--- config.mk ---
export PLATFORM = sky130hd
export DESIGN_NAME = cstop_ctrl
export DESIGN_NICKNAME = d
export VERILOG_FILES = /design/src/rtl/cstop_pkg.sv /design/src/rtl/cstop_sync.sv /design/src/rtl/cstop_wake_det.sv /design/src/rtl/cstop_fsm.sv /design/src/rtl/cstop_ctrl.sv
export SDC_FILE = /design/constraint.sdc
export NUM_CORES = 1
export LEC_CHECK = 0
export BUFFER_PORTS_ARGS = -buffer_cell sky130_fd_sc_hd__buf_2
export CAP_MARGIN = 20
export CORE_UTILIZATION = 57
export CTS_CLUSTER_DIAMETER = 40
export DETAILED_ROUTE_END_ITERATION = 8
export GPL_ROUTABILITY_DRIVEN = 0
export GPL_TIMING_DRIVEN = 0
export MAX_ROUTING_LAYER = met4
export PLACE_DENSITY = 0.8
export SYNTH_ARGS = -nofsm -noshare
export SYNTH_HDL_FRONTEND = slang
export SYNTH_SLANG_ARGS = --single-unit
--- constraint.sdc ---
create_clock -name clk_aon -period 4.6 [get_ports clk_aon]
set_clock_uncertainty 0.2 [all_clocks]
set_input_delay 0.69 -clock clk_aon [delete_from_list [all_inputs] [get_ports clk_aon]]
set_output_delay 0.69 -clock clk_aon [all_outputs]
set_load 0.01 [all_outputs]
--- src/rtl/cstop_pkg.sv ---
package cstop_pkg;
   typedef enum logic [1:0] {
      ST_IDLE    = 2'd0,
      ST_STOPPED = 2'd1,
      ST_STANDBY = 2'd2
   } cstop_state_e;
endpackage

--- src/rtl/cstop_sync.sv ---
module cstop_sync #(
   parameter int W      = 1,
   parameter int STAGES = 2
) (
   input  logic         clk,
   input  logic         rst_n,
   input  logic [W-1:0] d,
   output logic [W-1:0] q
);
   initial assert (STAGES >= 2 && W >= 1) else $error("cstop_sync: bad parameters");

   logic [W-1:0] chain [STAGES];

   for (genvar g = 0; g < STAGES; g++) begin : g_stage
      if (g == 0) begin : g_first
         always_ff @(posedge clk or negedge rst_n) begin
            if (!rst_n) chain[g] <= '0;
            else        chain[g] <= d;
         end
      end else begin : g_next
         always_ff @(posedge clk or negedge rst_n) begin
            if (!rst_n) chain[g] <= '0;
            else        chain[g] <= chain[g-1];
         end
      end
   end

   assign q = chain[STAGES-1];
endmodule

--- src/rtl/cstop_wake_det.sv ---
module cstop_wake_det #(
   parameter int NPINS = 4
) (
   input  logic             clk,
   input  logic             rst_n,
   input  logic             capture,
   input  logic             mode,
   input  logic             hold_s,
   input  logic [NPINS-1:0] pins_s,
   input  logic [NPINS-1:0] dir,
   output logic             wake
);
   logic             snap_hold;
   logic [NPINS-1:0] snap_pins;
   logic             pin_evt;
   logic             hold_evt;

   always_ff @(posedge clk or negedge rst_n) begin
      if (!rst_n) begin
         snap_hold <= 1'b0;
         snap_pins <= '0;
      end else if (capture) begin
         snap_hold <= hold_s;
         snap_pins <= pins_s;
      end
   end

   // only input-configured pins (dir bit 0) take part
   assign pin_evt  = |((pins_s ^ snap_pins) & ~dir);
   // HOLD-gated policy wakes on high level, unconditional policy on any change
   assign hold_evt = mode ? (hold_s ^ snap_hold) : hold_s;
   assign wake     = pin_evt | hold_evt;
endmodule

--- src/rtl/cstop_fsm.sv ---
module cstop_fsm
   import cstop_pkg::*;
#(
   parameter int STANDBY_CYCLES = 3277
) (
   input  logic         clk,
   input  logic         rst_n,
   input  logic         stop_req,
   input  logic         mode,
   input  logic         hold_s,
   input  logic         wake,
   output cstop_state_e state,
   output logic         capture,
   output logic         pll_en
);
   localparam int CNT_W = (STANDBY_CYCLES > 1) ? $clog2(STANDBY_CYCLES) : 1;
   localparam logic [CNT_W-1:0] LAST = CNT_W'(STANDBY_CYCLES - 1);

   initial assert (STANDBY_CYCLES >= 1) else $error("cstop_fsm: STANDBY_CYCLES must be >= 1");

   cstop_state_e     state_n;
   logic [CNT_W-1:0] cnt;
   logic             req_in_idle;

   assign req_in_idle = (state == ST_IDLE) && stop_req;
   assign capture     = req_in_idle && (mode || !hold_s);

   always_comb begin
      state_n = state;
      unique case (state)
         ST_IDLE:    if (capture) state_n = ST_STOPPED;
         ST_STOPPED: if (wake)    state_n = ST_STANDBY;
         ST_STANDBY: if (cnt == LAST) state_n = ST_IDLE;
         default:    state_n = ST_IDLE;
      endcase
   end

   always_ff @(posedge clk or negedge rst_n) begin
      if (!rst_n) begin
         state  <= ST_IDLE;
         cnt    <= '0;
         pll_en <= 1'b1;
      end else begin
         state  <= state_n;
         pll_en <= (state_n == ST_IDLE) && !req_in_idle;
         if (state == ST_STANDBY && cnt != LAST) cnt <= cnt + 1'b1;
         else                                    cnt <= '0;
      end
   end

   assert_noop_hold_R2: assert property (@(posedge clk) disable iff (!rst_n)
      (state == ST_IDLE && stop_req && !mode && hold_s) |=> state == ST_IDLE);

   assert_enter_stop_R3: assert property (@(posedge clk) disable iff (!rst_n)
      (state == ST_IDLE && stop_req && mode) |=> state == ST_STOPPED);

   assert_pll_off_R5: assert property (@(posedge clk) disable iff (!rst_n)
      (state == ST_IDLE && stop_req) |=> !pll_en);

   assert_stay_stopped_R10: assert property (@(posedge clk) disable iff (!rst_n)
      (state == ST_STOPPED && !wake) |=> state == ST_STOPPED);

   assert_standby_hold_R9: assert property (@(posedge clk) disable iff (!rst_n)
      (state == ST_STANDBY && cnt != LAST) |=> state == ST_STANDBY);

   assert_standby_start_R9: assert property (@(posedge clk) disable iff (!rst_n)
      (state == ST_STOPPED && wake) |=> (state == ST_STANDBY && cnt == '0));
endmodule

--- src/rtl/cstop_ctrl.sv ---
module cstop_ctrl
   import cstop_pkg::*;
#(
   parameter int NPINS          = 4,
   parameter int SYNC_STAGES    = 2,
   parameter int STANDBY_CYCLES = 3277
) (
   input  logic             clk_aon,
   input  logic             rst_n,
   input  logic             stop_req,
   input  logic             mode_wr_en,
   input  logic             mode_wr_val,
   input  logic             hold_pin,
   input  logic [NPINS-1:0] port1_pin,
   input  logic [NPINS-1:0] port1_dir,
   output logic             osc_en,
   output logic             pll_en,
   output logic             outs_off,
   output logic             core_run,
   output logic [1:0]       state_o
);
   localparam int SW = NPINS + 1;

   initial assert (NPINS >= 1) else $error("cstop_ctrl: NPINS must be >= 1");

   logic             mode_q;
   logic [SW-1:0]    sync_q;
   logic             hold_s;
   logic [NPINS-1:0] pins_s;
   logic             wake;
   logic             capture;
   cstop_state_e     state;

   always_ff @(posedge clk_aon or negedge rst_n) begin
      if (!rst_n)          mode_q <= 1'b0;
      else if (mode_wr_en) mode_q <= mode_wr_val;
   end

   cstop_sync #(.W(SW), .STAGES(SYNC_STAGES)) sync_i (
      .clk   (clk_aon),
      .rst_n (rst_n),
      .d     ({hold_pin, port1_pin}),
      .q     (sync_q)
   );
   assign hold_s = sync_q[SW-1];
   assign pins_s = sync_q[NPINS-1:0];

   cstop_wake_det #(.NPINS(NPINS)) wake_i (
      .clk     (clk_aon),
      .rst_n   (rst_n),
      .capture (capture),
      .mode    (mode_q),
      .hold_s  (hold_s),
      .pins_s  (pins_s),
      .dir     (port1_dir),
      .wake    (wake)
   );

   cstop_fsm #(.STANDBY_CYCLES(STANDBY_CYCLES)) fsm_i (
      .clk      (clk_aon),
      .rst_n    (rst_n),
      .stop_req (stop_req),
      .mode     (mode_q),
      .hold_s   (hold_s),
      .wake     (wake),
      .state    (state),
      .capture  (capture),
      .pll_en   (pll_en)
   );

   assign osc_en   = (state != ST_STOPPED);
   assign outs_off = (state == ST_STOPPED);
   assign core_run = (state == ST_IDLE);
   assign state_o  = state;

   assert_mode_kept_R11: assert property (@(posedge clk_aon) disable iff (!rst_n)
      !mode_wr_en |=> $stable(mode_q));
endmodule

==> reports/qor.txt, run 1 <==
Post-synth ARST share - 1.000
Leakage - 0.6948 nW
Area Overhead vs Synth - 13.88%
Setup TNS Final - 0 ns
Tmin final - 2.053 ns
Clk slew on worst S/H paths - 0.09 ns
Vias/cell - 5.228
Synth Net Count - 123
Crit path cell chain - nor2_2 > buf_2
Final ANT Viol Nets - 0
Total Power - 0.7062 mW
Gr ovfl total - 0
Crit path max fanout - 5
Antenna violations before repair - 0
Slew headroom - 0.5677
Post-synth EDFFs - 0
Max-cap violations - 0
Crit-path max cell delay - 0.45 ns
Fin crit share - 0.4464
CTS Buf Count - 5
Post-CTS Resized - 0
Final Slew Violations - 0
Seq cells post-synth - 31
Post-Syn Area - 1316 um^2
Die Width - 50.06 um
Via Count - 847
Number of global-route vias before repair - 802
Cell variety after synth - 30
Initial DRC Count - 14
DP HPWL - 1510 um
Die ar. - 2506 um^2
Clk root buf - clkbuf_4
PD cells - 471.1 nW/um^2
Final net count - 149
Critical path type - reg -> out
Total iterations of the first detailed-routing run - 4
Critical path's slowest cell - dfrtp_1
Setup crit start kind - flop
Outcome - finished, final reports clean
Max Freq - 487.0 MHz
Final setup viols - 0
Critical Path End - core_run
Syn Inst Count - 107
Boundary Pins - 20
Layout cells sized above 1 - 0.3284
Crit. Startpoint - fsm_i.state[0]
# DRC - 0
TritonCTS Sinks - 31
Initial Utilization - 0.6008
Setup crit end kind - output port
Die Ht - 50.06 um
Top_reg_cell synth - dfrtp_1
Worst Tran Pin Value - 0.6484 ns
Data arrival time of the critical path - 1.16 ns
Clock tree buffer depth - 2
Num rows - 17
Worst min-delay path category - reg -> reg
First-pass GRT wire length - 3456 um
Syn_area_per_cell - 12.30 um^2
Hold_buf cts - 0
Hold Fails Final Rpt - 0
RSZ-0062 raised after global routing - no
Worst-Skew Late Latency - 0.33 ns
Register area share after synthesis - 0.5903
Routed WL - 2104 um
CP required - 3.71 ns
CTS tree - done
Register-to-Register Setup Slack - 2.91 ns
# diodes - 0
Drt wl/cell - 12.99 um
Worst VDD drop - 357.0 uV
Fill cell instance count of the final layout - 165
Core area - 2191 um^2
H-tree levels - 2
FF-to-FF End - fsm_i.cnt[3]
Post-CTS setup buffer count - 0
Critical register-to-register path startpoint - fsm_i.cnt[0]
Synth Warn # - 0
R2R cell count - 7
IO Port Bufs - 19
Total global-route track usage - 0.2040
Largest net degree at the start of global routing - 32
[power by group]
group	switching [mW]	internal [mW]
Sequential	0.0404	0.324
Clock	0.0919	0.0567
Combinational	0.0981	0.0955
Total	0.230	0.476
[placed cells by master, fill, tap and decap left out, drive strengths merged]
master,n
nand4,3
nor4bb,1
o21ai,1
nor2,18
o22ai,1
buf,20
xnor2,10
o211ai,1
xor2,5
nand2,6
and4,2
clkinv,3
inv,5
o31ai,1
nor4,2
o21a,1
a31oi,2
or3,1
dfstp,1
mux2,5
nand3,3
and3,1
nand3b,1
ha,2
clkbuf,5
nor3,2
dfrtp,30
nand2b,1
[layout make-up]
cell class	instances	area, um^2	share of cell area
flip-flops and latches	31	777.0	0.5184
plain buffers	1	11.26	0.007513
clock inverters	3	15.01	0.01002
multi-input cells	70	509.2	0.3397
inverters	5	18.77	0.01252
repair buffers	19	95.09	0.06344
well taps	28	35.03	0.02337
clock buffers	5	37.54	0.02504
[worst max-delay path, delay by kind of cell (launching register included)]
| family | cells | cell delay, ns |
|---|---|---|
| simple gates | 1 | 0.22 |
| buf+inv | 1 | 0.17 |
| flops | 1 | 0.45 |
[worst min-delay path by stage]
stage / startpoint / to / cells after the start
finish: sync_i.chain[9] / sync_i.q[4] / 0
global route: sync_i.chain[9] / sync_i.q[4] / 0
CTS: sync_i.chain[9] / sync_i.q[4] / 0
detailed placement: sync_i.chain[9] / sync_i.q[4] / 0
global placement: sync_i.chain[5] / sync_i.q[0] / 0
floorplan: sync_i.chain[5] / sync_i.q[0] / 0
[flip-flops by register name, indices dropped and copies added, names as in the netlist]
signal,flops
fsm_i.cnt,12
fsm_i.pll_en,1
fsm_i.state,2
mode_q,1
sync_i.chain,5
sync_i.q,5
wake_i.snap_hold,1
wake_i.snap_pins,4
[through the flow]
stage | hold WS, ns | worst slack (ns) | cells | area [um^2] | util
3_3_place_gp | 0.1318 | 2.922 | 154 | 1446 | 0.6602
6_report | 0.1641 | 2.547 | 162 | 1499 | 0.6842
3_5_place_dp | 0.1434 | 2.908 | 154 | 1446 | 0.6602
4_1_cts | 0.1647 | 2.537 | 162 | 1499 | 0.6842
2_1_floorplan | 0.1312 | 2.991 | 107 | 1316 | -
5_1_grt | 0.1688 | 2.487 | 162 | 1499 | 0.6842
[synthesized netlist by cell type (all sizes together), types with 2 or more instances]
library cell	count	area (um^2)
nand4	3	25.02
a31oi	2	12.51
nor2	18	72.57
inv	5	18.77
and4	2	20.02
nand2	6	22.52
mux2	5	56.30
xnor2	10	87.58
nor3	2	10.01
dfrtp	30	750.7
xor2	5	43.79
nand3	3	20.02
ha	2	25.02
nor4	2	27.53
[per-layer routing]
| layer | global-route usage | wire (um) | vias up |
|---|---|---|---|
| li1 | - | - | 412 |
| met1 | 0.2386 | 946 | 411 |
| met2 | 0.2911 | 1017 | 17 |
| met3 | 0.07407 | 83 | 7 |
| met4 | 0.1381 | 57 | 0 |
| met5 | - | 0 | - |
[logic make-up after synthesis]
kind of cell	after synthesis	synth area share
DFF	31	0.5903
muxes	5	0.04277
buffers and inverters	6	0.02281
AOI/OAI and AO/OA	7	0.03897
and+or+nand+nor	41	0.1863
xor gates and xnor gates	15	0.09981
adders and majority gates	2	0.01901
Power figures use the tool's default switching activity.
==> inputs of run 2 (changes only) <==
--- a/config.mk
+++ b/config.mk
@@ -7,13 +7,13 @@
 export LEC_CHECK = 0
 export BUFFER_PORTS_ARGS = -buffer_cell sky130_fd_sc_hd__buf_2
 export CAP_MARGIN = 20
-export CORE_UTILIZATION = 57
+export CORE_UTILIZATION = 54
 export CTS_CLUSTER_DIAMETER = 40
 export DETAILED_ROUTE_END_ITERATION = 8
 export GPL_ROUTABILITY_DRIVEN = 0
 export GPL_TIMING_DRIVEN = 0
 export MAX_ROUTING_LAYER = met4
-export PLACE_DENSITY = 0.8
+export PLACE_DENSITY = 0.76
 export SYNTH_ARGS = -nofsm -noshare
 export SYNTH_HDL_FRONTEND = slang
 export SYNTH_SLANG_ARGS = --single-unit
==> constraint.sdc (replaced) <==
create_clock -name clk_aon -period 2 [get_ports clk_aon]
set_clock_uncertainty 0.2 [all_clocks]
set_input_delay 0.3 -clock clk_aon [delete_from_list [all_inputs] [get_ports clk_aon]]
set_output_delay 0.3 -clock clk_aon [all_outputs]
set_load 0.01 [all_outputs]
==> run 2 against run 1 <==
Total power up 130%. Cell count up 4.3%. Clock-buffer cell count unchanged. Die area up 5.3%. Design area up 4.7%. Non-clock buffer count up 7. Worst hold slack worse by 0.15 ns. Critical endpoint is now fsm_i.cnt[4].
==> reports/qor.txt, run 2 (same netlist as run 1, synthesis figures left out) <==
Number of global-route vias before repair - 856 (was 802)
Max FFs per register - 12 (unchanged)
Die ar. - 2639 um^2 (was 2506 um^2)
Fin crit share - 0.8561
Data arrival time of the critical path - 1.76 ns (was 1.16 ns)
TritonCTS Sinks - 31 (unchanged)
Initial DRC Count - 5 (was 14)
FF-to-FF End - fsm_i.cnt[4] (was fsm_i.cnt[3])
DP HPWL - 1456 um (was 1510 um)
Antenna violations before repair - 0 (unchanged)
# DRC - 0 (unchanged)
Core area - 2255 um^2 (was 2191 um^2)
Outcome - finished, final reports clean (unchanged)
Worst path bufs/invs - 2 (was 1)
Worst min-delay path category - in -> reg (was reg -> reg)
First-pass GRT wire length - 3663 um (was 3456 um)
Crit path max fanout - 10 (was 5)
H-tree levels - 2 (unchanged)
Initial Utilization - 0.5838 (was 0.6008)
Drt wl/cell - 12.38 um (was 12.99 um)
R2R cell count - 7 (unchanged)
Slew headroom - 0.5546 (was 0.5677)
Worst hold slack - 0.01602 ns (was 0.1641 ns)
Tmin final - 1.712 ns
CP top delay family - simple AND/OR/NAND/NOR gates (was flip-flops)
Cells on Worst Hold Path - 2 (was 0)
Routed WL - 2093 um (was 2104 um)
Final Slew Violations - 0 (unchanged)
Crit-path max cell delay - 0.41 ns (was 0.45 ns)
CTS Buf Count - 5 (unchanged)
Clk root buf - clkbuf_4 (unchanged)
Die Width - 51.37 um (was 50.06 um)
Setup crit end kind - flop (was output port)
Critical register-to-register path startpoint - fsm_i.cnt[0] (unchanged)
Max Freq - 584.0 MHz
IO Port Bufs - 19 (unchanged)
Leading cell types in the layout, fill and taps excluded - 30 x dfrtp_1, 19 x buf_2, 16 x nor2_1 (unchanged)
Worst VDD drop - 713.6 uV (was 357.0 uV)
Crit path cell chain - inv_1 > ha_1 > and4_2 > nand4_1 > nand3b_2 > buf_6 > nor2_1 (was nor2_2 > buf_2)
Final ANT Viol Nets - 0 (unchanged)
Hold EP - mode_q (was sync_i.q[4])
Max-cap violations - 0 (unchanged)
CP required - 2.05 ns (was 3.71 ns)
Largest net degree at the start of global routing - 32 (unchanged)
Die Ht - 51.37 um (was 50.06 um)
Final setup viols - 0 (unchanged)
Setup crit start kind - flop (unchanged)
Leakage - 0.7240 nW (was 0.6948 nW)
Via Count - 857 (was 847)
Clock tree buffer depth - 2 (unchanged)
Commonest non-fill, non-tap cell in the layout - dfrtp_1 (unchanged)
Critical path's slowest cell - dfrtp_1 (unchanged)
Critical path type - reg -> reg (was reg -> out)
Total global-route track usage - 0.2054 (was 0.2040)
Total iterations of the first detailed-routing run - 2 (was 4)
PD cells - 1036 nW/um^2 (was 471.1 nW/um^2)
Clk slew on worst S/H paths - 0.09 ns (about the same)
Vias/cell - 5.071 (was 5.228)
# diodes - 0 (unchanged)
Final net count - 156 (was 149)
Layout cells sized above 1 - 0.3121 (was 0.3284)
RSZ-0062 raised after global routing - no (unchanged)
Hold Fails Final Rpt - 0 (unchanged)
Setup TNS Final - 0 ns (unchanged)
Area Overhead vs Synth - 19.20% (was 13.88%)
Hold path start - mode_wr_en (was sync_i.chain[9])
Worst-Skew Late Latency - 0.33 ns (about the same)
Register-to-Register Setup Slack - 0.29 ns (was 2.91 ns)
Worst Tran Pin Value - 0.6681 ns (was 0.6484 ns)
Gr ovfl total - 0 (unchanged)
Boundary Pins - 20 (unchanged)
Largest reg by FF count - fsm_i.cnt (unchanged)
CTS tree - done (unchanged)
Num rows - 17 (unchanged)
## run 2: cell count changes in the layout (fill, tap and decap cells not counted)
cell,delta
dlygate4sd3_1,+7
## run 2: worst max-delay path by stage
stage          cells past startpoint          from            end  slack, ns
2_1_floorplan                      7  fsm_i.cnt[0]  fsm_i.cnt[10]       0.46
3_3_place_gp                       7  fsm_i.cnt[0]   fsm_i.cnt[3]       0.33
3_5_place_dp                       7  fsm_i.cnt[0]   fsm_i.cnt[1]       0.29
4_1_cts                            7  fsm_i.cnt[0]   fsm_i.cnt[4]       0.26
5_1_grt                            7  fsm_i.cnt[0]   fsm_i.cnt[5]       0.19
6_report                           7  fsm_i.cnt[0]   fsm_i.cnt[4]       0.29
## run 2: layout make-up
type                       instances  area (um^2)
fill                             180        685.7
tap                               28        35.03
buffer                             1        11.26
multi-input combinational         70        509.2
clock inverter                     3        15.01
sequential                        31        777.0
clock buffer                       5        37.54
inverter                           5        18.77
timing repair buffer              26        165.2
## run 2: timing repair
| action | CTS | global route |
|---|---|---|
| buffers inserted | 0 | 0 |
| resized for setup | 0 | 0 |
| hold buffers | 7 | 0 |
| endpoints found under the hold margin | 36 | 0 |
## run 2: where the power goes
| part | switching, mW | leakage, nW | internal (mW) |
|---|---|---|---|
| sequential | 0.0900 | 0.389 | 0.744 |
| combinational | 0.224 | 0.300 | 0.229 |
| clock | 0.208 | 0.0347 | 0.130 |
| total | 0.522 | 0.724 | 1.10 |
## run 2: per-stage QoR
stage	setup slack, ns	util	instance area, um^2	total power, mW	cells
floorplan	0.4569	-	1316	1.155	107
global placement	0.3320	0.6415	1446	1.275	154
detailed placement	0.2892	0.6415	1446	1.300	154
CTS	0.2573	0.6959	1569	1.653	169
global route	0.1855	0.6959	1569	1.737	169
finish	0.2877	0.6959	1569	1.625	169
## run 2: per-layer routing
layer,global-route usage,vias to the layer above,wire (um)
met5,-,-,0
met4,0.08108,0,14
li1,-,433,-
met2,0.3182,15,1042
met3,0.08929,2,92
met1,0.2338,407,943
